## src/rtl/sc_xcvr_pkg.sv

```systemverilog
package sc_xcvr_pkg;
  // parity bit that makes the count of ones even (odd_sel 0) or odd (odd_sel 1)
  function automatic logic par_of(logic [15:0] v, logic odd_sel);
    return (^v) ^ odd_sel;
  endfunction
endpackage

```

## src/rtl/sc_half_etu_ctr.sv

```systemverilog
module sc_half_etu_ctr #(
  parameter int CNT_W = 8,
  parameter int POS_W = 5
) (
  input  logic             clk,
  input  logic             rst_n,
  input  logic             clr,
  input  logic             run,
  input  logic [CNT_W-1:0] half_cnt,
  output logic [POS_W-1:0] pos,
  output logic             fresh
);
  logic [CNT_W-1:0] cnt;

  assign fresh = (cnt == '0);

  always_ff @(posedge clk or negedge rst_n) begin
    if (!rst_n) begin
      cnt <= '0;
      pos <= '0;
    end else if (clr) begin
      cnt <= '0;
      pos <= '0;
    end else if (run) begin
      if (cnt == half_cnt - CNT_W'(1)) begin
        cnt <= '0;
        pos <= pos + POS_W'(1);
      end else begin
        cnt <= cnt + CNT_W'(1);
      end
    end
  end

  // the count inside a half unit never passes the selected length
  assert_cnt_bound_R1: assert property (@(posedge clk) disable iff (!rst_n)
    run |-> (cnt < half_cnt));
endmodule

```

## src/rtl/sc_char_tx.sv

```systemverilog
module sc_char_tx
  import sc_xcvr_pkg::*;
#(
  parameter int DATA_W = 8,
  parameter int POS_W  = 5
) (
  input  logic              clk,
  input  logic              rst_n,
  input  logic              in_valid,
  output logic              in_ready,
  input  logic [DATA_W-1:0] in_data,
  input  logic              odd_par,
  input  logic              gsm,
  input  logic              blk,
  input  logic              line_in,
  input  logic              rx_busy,
  input  logic [POS_W-1:0]  pos,
  input  logic              fresh,
  output logic              ctr_clr,
  output logic              ctr_run,
  output logic              drive_low,
  output logic              busy,
  output logic              tx_end,
  output logic              tx_err
);
  localparam int FRAME_W = DATA_W + 2;
  localparam logic [POS_W-1:0] P_REL = POS_W'(2 * FRAME_W);
  localparam logic [POS_W-1:0] P_CHK = POS_W'(2 * FRAME_W + 2);
  localparam logic [POS_W-1:0] P_END = POS_W'(2 * FRAME_W + 5);
  localparam logic [POS_W-1:0] P_PER = POS_W'(2 * FRAME_W + 6);

  logic               active, retried, again;
  logic [FRAME_W-1:0] frame, frame_sh;
  logic [POS_W-2:0]   idx;
  logic               accept, tick, card_err, will_retry;

  assign in_ready   = !active && !rx_busy;
  assign accept     = in_valid && in_ready;
  assign tick       = active && fresh;
  assign card_err   = !blk && !line_in;
  assign will_retry = card_err && !retried;
  assign idx        = pos[POS_W-1:1];
  assign frame_sh   = frame >> idx;
  assign drive_low  = active && (pos < P_REL) && !frame_sh[0];
  assign ctr_clr    = accept || (tick && (pos == P_PER) && again);
  assign ctr_run    = active;
  assign busy       = active;

  always_ff @(posedge clk or negedge rst_n) begin
    if (!rst_n) begin
      active  <= 1'b0;
      retried <= 1'b0;
      again   <= 1'b0;
      frame   <= '1;
      tx_end  <= 1'b0;
      tx_err  <= 1'b0;
    end else if (accept) begin
      active  <= 1'b1;
      retried <= 1'b0;
      again   <= 1'b0;
      frame   <= {par_of(16'(in_data), odd_par), in_data, 1'b0};
      tx_end  <= 1'b0;
      tx_err  <= 1'b0;
    end else if (tick) begin
      if (pos == P_CHK) begin
        if (card_err) tx_err <= 1'b1;
        if (will_retry) again <= 1'b1;
        if (gsm && !will_retry) tx_end <= 1'b1;
      end
      if ((pos == P_END) && !gsm && !again) tx_end <= 1'b1;
      if (pos == P_PER) begin
        if (again) begin
          again   <= 1'b0;
          retried <= 1'b1;
        end else begin
          active <= 1'b0;
        end
      end
    end
  end

  // an accepted byte puts the start bit out at once and closes the input
  assert_start_bit_R8: assert property (@(posedge clk) disable iff (!rst_n)
    accept |=> (drive_low && !in_ready));
  // the end flag is cleared by an accept
  assert_end_cleared_R3: assert property (@(posedge clk) disable iff (!rst_n)
    accept |=> !tx_end);
  // in block mode no error is ever recorded
  assert_block_no_err_R4: assert property (@(posedge clk) disable iff (!rst_n)
    (blk && !accept && !tx_err) |=> !tx_err);
endmodule

```

## src/rtl/sc_char_rx.sv

```systemverilog
module sc_char_rx
  import sc_xcvr_pkg::*;
#(
  parameter int DATA_W = 8,
  parameter int POS_W  = 5
) (
  input  logic              clk,
  input  logic              rst_n,
  input  logic              en,
  input  logic              line_in,
  input  logic              odd_par,
  input  logic              blk,
  input  logic [POS_W-1:0]  pos,
  input  logic              fresh,
  output logic              ctr_clr,
  output logic              ctr_run,
  output logic              drive_low,
  output logic              busy,
  output logic              out_valid,
  input  logic              out_ready,
  output logic [DATA_W-1:0] out_data,
  output logic              out_perr
);
  localparam logic [POS_W-1:0] P_FIRST = POS_W'(3);
  localparam logic [POS_W-1:0] P_LASTD = POS_W'(2 * DATA_W + 1);
  localparam logic [POS_W-1:0] P_PAR   = POS_W'(2 * DATA_W + 3);
  localparam logic [POS_W-1:0] P_ES    = POS_W'(2 * DATA_W + 5);
  localparam logic [POS_W-1:0] P_EE    = POS_W'(2 * DATA_W + 6);
  localparam logic [POS_W-1:0] P_DONEE = POS_W'(2 * DATA_W + 8);

  logic              active, sig;
  logic [DATA_W-1:0] shreg;
  logic              start_det, tick, bad;

  assign start_det = !active && en && !line_in;
  assign tick      = active && fresh;
  assign bad       = (par_of(16'(shreg), odd_par) != line_in);
  assign ctr_clr   = start_det;
  assign ctr_run   = active;
  assign busy      = active;
  assign drive_low = active && sig && ((pos == P_ES) || (pos == P_EE));

  always_ff @(posedge clk or negedge rst_n) begin
    if (!rst_n) begin
      active    <= 1'b0;
      sig       <= 1'b0;
      shreg     <= '0;
      out_valid <= 1'b0;
      out_data  <= '0;
      out_perr  <= 1'b0;
    end else begin
      if (out_valid && out_ready) out_valid <= 1'b0;
      if (start_det) begin
        active <= 1'b1;
        sig    <= 1'b0;
      end else if (tick) begin
        if ((pos == POS_W'(1)) && line_in) active <= 1'b0;
        if (pos[0] && (pos >= P_FIRST) && (pos <= P_LASTD))
          shreg <= {line_in, shreg[DATA_W-1:1]};
        if (pos == P_PAR) begin
          sig       <= bad && !blk;
          out_valid <= 1'b1;
          out_data  <= shreg;
          out_perr  <= bad;
        end
        if ((pos == P_EE) && !sig) active <= 1'b0;
        if (pos == P_DONEE) active <= 1'b0;
      end
    end
  end

  // a held byte stays until taken
  assert_hold_R7: assert property (@(posedge clk) disable iff (!rst_n)
    (out_valid && !out_ready) |=> out_valid);
  // an error pulse follows only a delivered parity failure
  assert_errsig_cause_R6: assert property (@(posedge clk) disable iff (!rst_n)
    $rose(drive_low) |-> out_perr);
endmodule

```

## src/rtl/sc_char_xcvr.sv

```systemverilog
module sc_char_xcvr #(
  parameter int DATA_W = 8,
  parameter int ETU_C0 = 32,
  parameter int ETU_C1 = 64,
  parameter int ETU_C2 = 372,
  parameter int ETU_C3 = 256,
  parameter int SYNC_N = 2
) (
  input  logic              clk,
  input  logic              rst_n,
  input  logic [1:0]        etu_sel,
  input  logic              odd_parity,
  input  logic              gsm_mode,
  input  logic              block_mode,
  input  logic              tx_valid,
  output logic              tx_ready,
  input  logic [DATA_W-1:0] tx_data,
  output logic              rx_valid,
  input  logic              rx_ready,
  output logic [DATA_W-1:0] rx_data,
  output logic              rx_perr,
  output logic              tx_end,
  output logic              tx_err,
  input  logic              io_line,
  output logic              io_drive_low
);
  localparam int ETU_M01 = (ETU_C0 > ETU_C1) ? ETU_C0 : ETU_C1;
  localparam int ETU_M23 = (ETU_C2 > ETU_C3) ? ETU_C2 : ETU_C3;
  localparam int ETU_MAX = (ETU_M01 > ETU_M23) ? ETU_M01 : ETU_M23;
  localparam int CNT_W   = $clog2(ETU_MAX / 2 + 1);
  localparam int POS_W   = $clog2(2 * (DATA_W + 2) + 7);

  logic [CNT_W-1:0]  half_cnt;
  logic [SYNC_N-1:0] sync_q;
  logic              line_s;
  logic              tx_clr, tx_run, tx_drv, tx_busy, tx_fresh;
  logic              rx_clr, rx_run, rx_drv, rx_busy, rx_fresh;
  logic [POS_W-1:0]  tx_pos, rx_pos;

  always_comb begin
    unique case (etu_sel)
      2'd0:    half_cnt = CNT_W'(ETU_C0 / 2);
      2'd1:    half_cnt = CNT_W'(ETU_C1 / 2);
      2'd2:    half_cnt = CNT_W'(ETU_C2 / 2);
      default: half_cnt = CNT_W'(ETU_C3 / 2);
    endcase
  end

  always_ff @(posedge clk or negedge rst_n) begin
    if (!rst_n) sync_q <= '1;
    else        sync_q <= {sync_q[SYNC_N-2:0], io_line};
  end
  assign line_s = sync_q[SYNC_N-1];

  sc_half_etu_ctr #(.CNT_W(CNT_W), .POS_W(POS_W)) i_tx_ctr (
    .clk(clk), .rst_n(rst_n), .clr(tx_clr), .run(tx_run),
    .half_cnt(half_cnt), .pos(tx_pos), .fresh(tx_fresh));

  sc_half_etu_ctr #(.CNT_W(CNT_W), .POS_W(POS_W)) i_rx_ctr (
    .clk(clk), .rst_n(rst_n), .clr(rx_clr), .run(rx_run),
    .half_cnt(half_cnt), .pos(rx_pos), .fresh(rx_fresh));

  sc_char_tx #(.DATA_W(DATA_W), .POS_W(POS_W)) i_tx (
    .clk(clk), .rst_n(rst_n), .in_valid(tx_valid), .in_ready(tx_ready),
    .in_data(tx_data), .odd_par(odd_parity), .gsm(gsm_mode), .blk(block_mode),
    .line_in(line_s), .rx_busy(rx_busy), .pos(tx_pos), .fresh(tx_fresh),
    .ctr_clr(tx_clr), .ctr_run(tx_run), .drive_low(tx_drv), .busy(tx_busy),
    .tx_end(tx_end), .tx_err(tx_err));

  sc_char_rx #(.DATA_W(DATA_W), .POS_W(POS_W)) i_rx (
    .clk(clk), .rst_n(rst_n), .en(!tx_busy), .line_in(line_s),
    .odd_par(odd_parity), .blk(block_mode), .pos(rx_pos), .fresh(rx_fresh),
    .ctr_clr(rx_clr), .ctr_run(rx_run), .drive_low(rx_drv), .busy(rx_busy),
    .out_valid(rx_valid), .out_ready(rx_ready), .out_data(rx_data),
    .out_perr(rx_perr));

  assign io_drive_low = tx_drv || rx_drv;

  // both halves never pull the line together
  assert_one_driver_R10: assert property (@(posedge clk) disable iff (!rst_n)
    !(tx_drv && rx_drv));
endmodule

```

## config.mk

```make
export PLATFORM = sky130hd
export DESIGN_NAME = sc_char_xcvr
export DESIGN_NICKNAME = d
export VERILOG_FILES = /design/src/rtl/sc_xcvr_pkg.sv /design/src/rtl/sc_half_etu_ctr.sv /design/src/rtl/sc_char_tx.sv /design/src/rtl/sc_char_rx.sv /design/src/rtl/sc_char_xcvr.sv
export SDC_FILE = /design/constraint.sdc
export NUM_CORES = 1
export LEC_CHECK = 0
export BUFFER_PORTS_ARGS = -buffer_cell sky130_fd_sc_hd__buf_4
export CAP_MARGIN = 20
export CORE_UTILIZATION = 64
export DETAILED_ROUTE_END_ITERATION = 8
export GPL_ROUTABILITY_DRIVEN = 0
export PLACE_DENSITY = 0.85
export SETUP_SLACK_MARGIN = 0.3
export SYNTH_ARGS = -nofsm -noshare
export SYNTH_HDL_FRONTEND = slang
export SYNTH_SLANG_ARGS = --single-unit
```

## constraint.sdc

```tcl
create_clock -name clk -period 3.8 [get_ports clk]
set_input_delay 0.76 -clock clk [delete_from_list [all_inputs] [get_ports clk]]
set_output_delay 0.76 -clock clk [all_outputs]
set_load 0.005 [all_outputs]
```

==> metrics.md <==
| Metric | Value |
|---|---|
| Status | finished, final reports clean |
| Critical Path RT | 3.04 ns |
| Mean Syn Cell Area | 10.1 µm² |
| CP endpoint kind | primary output |
| Highest clock rate | 364 MHz |
| Post-Syn Instances | between 300 and 400 |
| Hold EP | sync_q[1] |
| Antenna Nets Post-Route | 0 |
| Seq cells post-synth | between 60 and 70 |
| Die W | 75.0 µm |
| Hold Path Depth | 0 |
| Nets | 398 |
| Area delta synth->final | 12.8% |
| Initial DRC Count | 143 |
| Max stage delay on crit path | 0.54 ns |
| Comb pwr share | 6.1% |
| Multi-input logic area | between 0.0015 and 0.002 mm² |
| Synth Flop Type | dfrtp_1 |
| CORE AREA | 0.00511 mm² |
| Fin crit period | 2.75 ns |
| Sw Ratio | 25.1% |
| Largest net degree at the start of global routing | 64 |
| Capturing point of the worst reg2reg path | i_rx.out_data[6] |
| Critical Path, Cell by Cell | mux4_2 > nand2_1 > nand4b_1 > o311ai_0 > buf_4 |
| CTS tree | done |
| CTS Sinks | 63 |
| Die height | 75.0 µm |
| Residual DRC | 0 |
| Drt pass-1 iters | 4 |
| Hpwl dp | 5.01 mm |
| Vias per cell | around 5.9 |
| Commonest non-fill, non-tap cell in the layout | dfrtp_1 |
| Crit path max fanout | 8 |
| Kind of critical path | register to primary output |
| Worst-Margin Slew | ~0.78 ns |
| RSZ-0062 raised after global routing | false |
| CTS resizes | 0 |
| Crit path DAT | 1.99 ns |
| Final TNS setup | 0 ns |
| Min-delay worst type | register to register |
| Reg power frac | 53.6% |
| R2R Setup Slk | 1.41 ns |
| Seq. cell area | 0.00159 mm² |
| Number of synthesized flops with an enable pin | 0 |
| H-tree lvl count | 3 |
| CTS max path bufs | 2 |
| Critical-path top delay cell | mux4_2 |
| Die area | around 0.0056 mm² |
| DP Cell Count | 428 |
| Maximum VDD drop | between 0.0002 and 0.0003 V |
| Clk_skew | 0.00435 ns |
| Commonest cells after routing, fill and taps aside | 51 x dfrtp_1, 50 x nand2_1, 32 x buf_4 |
| Row count | 26 |
| Initial antenna violation count | 0 |
| Start point of the worst hold path | sync_q[0] |
| IO Pins | 32 |
| Grt ovf | 0 |
| Hold_buf cts | 0 |
| Synth async-reset ratio | 100% |
| Lkg Pwr | 1.79 nW |
| Share of post-route cells with drive strength above 1 | 21.9% |
| Fill cell count | roughly 370 |
| Slew Viols, Final | 0 |
| WL per Instance | roughly 16 µm |
| Vias | 2634 |
| Fin. Hold Viols | 0 |
| Synthesized area | 0.00341 mm² |
| YS warnings | 0 |
| Worst-Skew Late Latency | 0.35 ns |
| Initial core utilization | 66.7% |
| Clock-pin slew on the worst setup and hold paths | around 0.07 ns |
| GRT Resource Usage Total | approximately 29% |
| Final setup violation count | 0 |
| Root buffer cell | clkbuf_8 |
| Power Density | roughly 340 mW/mm² |
| Syn Nets | 367 |
| Max_cap viols | 0 |
| Seq/Total Area, Yosys | 46.7% |
| Startpoint Class | register |
| Slew headroom | around half |
| Cell Count, Final, Fillers Out | 444 |
| Yosys cell types | 54 |
| Period utilisation layout | 72.3% |
| FF-to-FF Start | i_rx.busy |
| First-pass GRT wire length | between 10 and 15 mm |
| PortBufs | 31 |
| Int Pwr | 970 µW |
| Vias in the first global route | 2559 |
| Number of diodes | 0 |
| Clock power frac | 40.3% |
| Post-CTS setup buffers | 0 |
| Reg2Reg Depth | 4 |
| CTS Buf Count | 9 |
| Detailed Route WL | 7.10 mm |
| Sw Pwr | 325 µW |
[synthesized netlist by cell type, drive strengths merged (7+ instances only)]
cell | n | area, µm²
dfrtp | 51 | 1280
nand2 | 50 | 188
inv | 20 | 75.1
xnor2 | 20 | 175
mux2 | 17 | 191
nor2 | 17 | 63.8
a21oi | 14 | 70.1
o21ai | 13 | 65.1
dfstp | 12 | 315
ha | 11 | 138
nand3 | 8 | 40.0
clkbuf | 7 | 36.3
or3 | 7 | 43.8
[layer usage]
metal	GRT usage (%)	part of all wire (%)
met5	0	0
met4	11.3	1.7
met3	8.70	6.0
met2	48.4	50
met1	34.8	42
[logic make-up (layout without fill, tap and decap cells)]
logic type	after synthesis	after routing	synth area share, %
compound gates	58	58	11.5
buf+inv	32	68	4.15
simple gates	127	127	19.3
mux	24	24	8.41
xor+xnor	23	23	5.91
fa+ha+maj	11	11	4.04
flops	63	63	46.7
[worst max-delay path: cells and delay by family (launching register included)]
family | cells | cell delay, ns
multiplexers | 1 | 0.54
flip-flops | 1 | 0.51
AND/OR/NAND/NOR | 2 | 0.21
AO/OA/AOI/OAI | 1 | 0.19
buffers and inverters | 1 | 0.19
[power groups by stage]
stage / registers, mW / clock network (mW) / logic, mW
floorplan: 0.699 / 0 / 0.0452
global placement: 0.705 / 0 / 0.0762
detailed placement: 0.705 / 0 / 0.0785
CTS: 0.693 / 0.529 / 0.0794
global route: 0.695 / 0.558 / 0.0886
finish: 0.694 / 0.522 / 0.0785
[flip-flops by register name (all words and copies together), names as in the netlist]
register / flops
i_rx.busy: 1
i_rx.out_data: 8
i_rx.out_perr: 1
i_rx.out_valid: 1
i_rx.shreg: 8
i_rx.sig: 1
i_rx_ctr.cnt: 8
i_rx_ctr.pos: 5
i_tx.again: 1
i_tx.busy: 1
i_tx.frame: 10
i_tx.retried: 1
i_tx.tx_end: 1
i_tx.tx_err: 1
i_tx_ctr.cnt: 8
i_tx_ctr.pos: 5
sync_q: 2
[area by class of cell]
| type | instances | area share, % |
|---|---|---|
| flip-flops and latches | 63 | 41.4 |
| well taps | 70 | 2.28 |
| clock inverters | 5 | 0.879 |
| multi-input cells | 243 | 43.5 |
| inverters | 20 | 1.95 |
| repair buffers | 32 | 6.25 |
| clock buffers | 11 | 3.68 |
[stage by stage]
step / util (%) / setup slack, ns / total power, mW / hold slack (ns) / area, µm²
4_1_cts: 75.2 / 1.06 / 1.30 / 0.362 / 3840
3_3_place_gp: 71.8 / 1.16 / 0.781 / 0.349 / 3670
3_5_place_dp: 71.8 / 1.08 / 0.784 / 0.352 / 3670
6_report: 75.2 / 1.05 / 1.29 / 0.364 / 3840
2_1_floorplan: - / 1.38 / 0.744 / 0.345 / 3410
5_1_grt: 75.2 / 0.983 / 1.34 / 0.366 / 3840
[worst max-delay path by stage]
stage | depth (start not counted) | end | start | slack (ns)
finish | 5 | io_drive_low | i_tx_ctr.pos[2] | 1.05
global route | 5 | io_drive_low | i_tx_ctr.pos[2] | 0.98
CTS | 5 | io_drive_low | i_tx_ctr.pos[2] | 1.06
detailed placement | 6 | i_rx_ctr.pos[3] | etu_sel[1] | 1.08
global placement | 6 | i_rx_ctr.pos[4] | etu_sel[0] | 1.16
floorplan | 6 | i_rx_ctr.pos[4] | etu_sel[1] | 1.38
No activity file was read; power rests on OpenSTA's default activity.
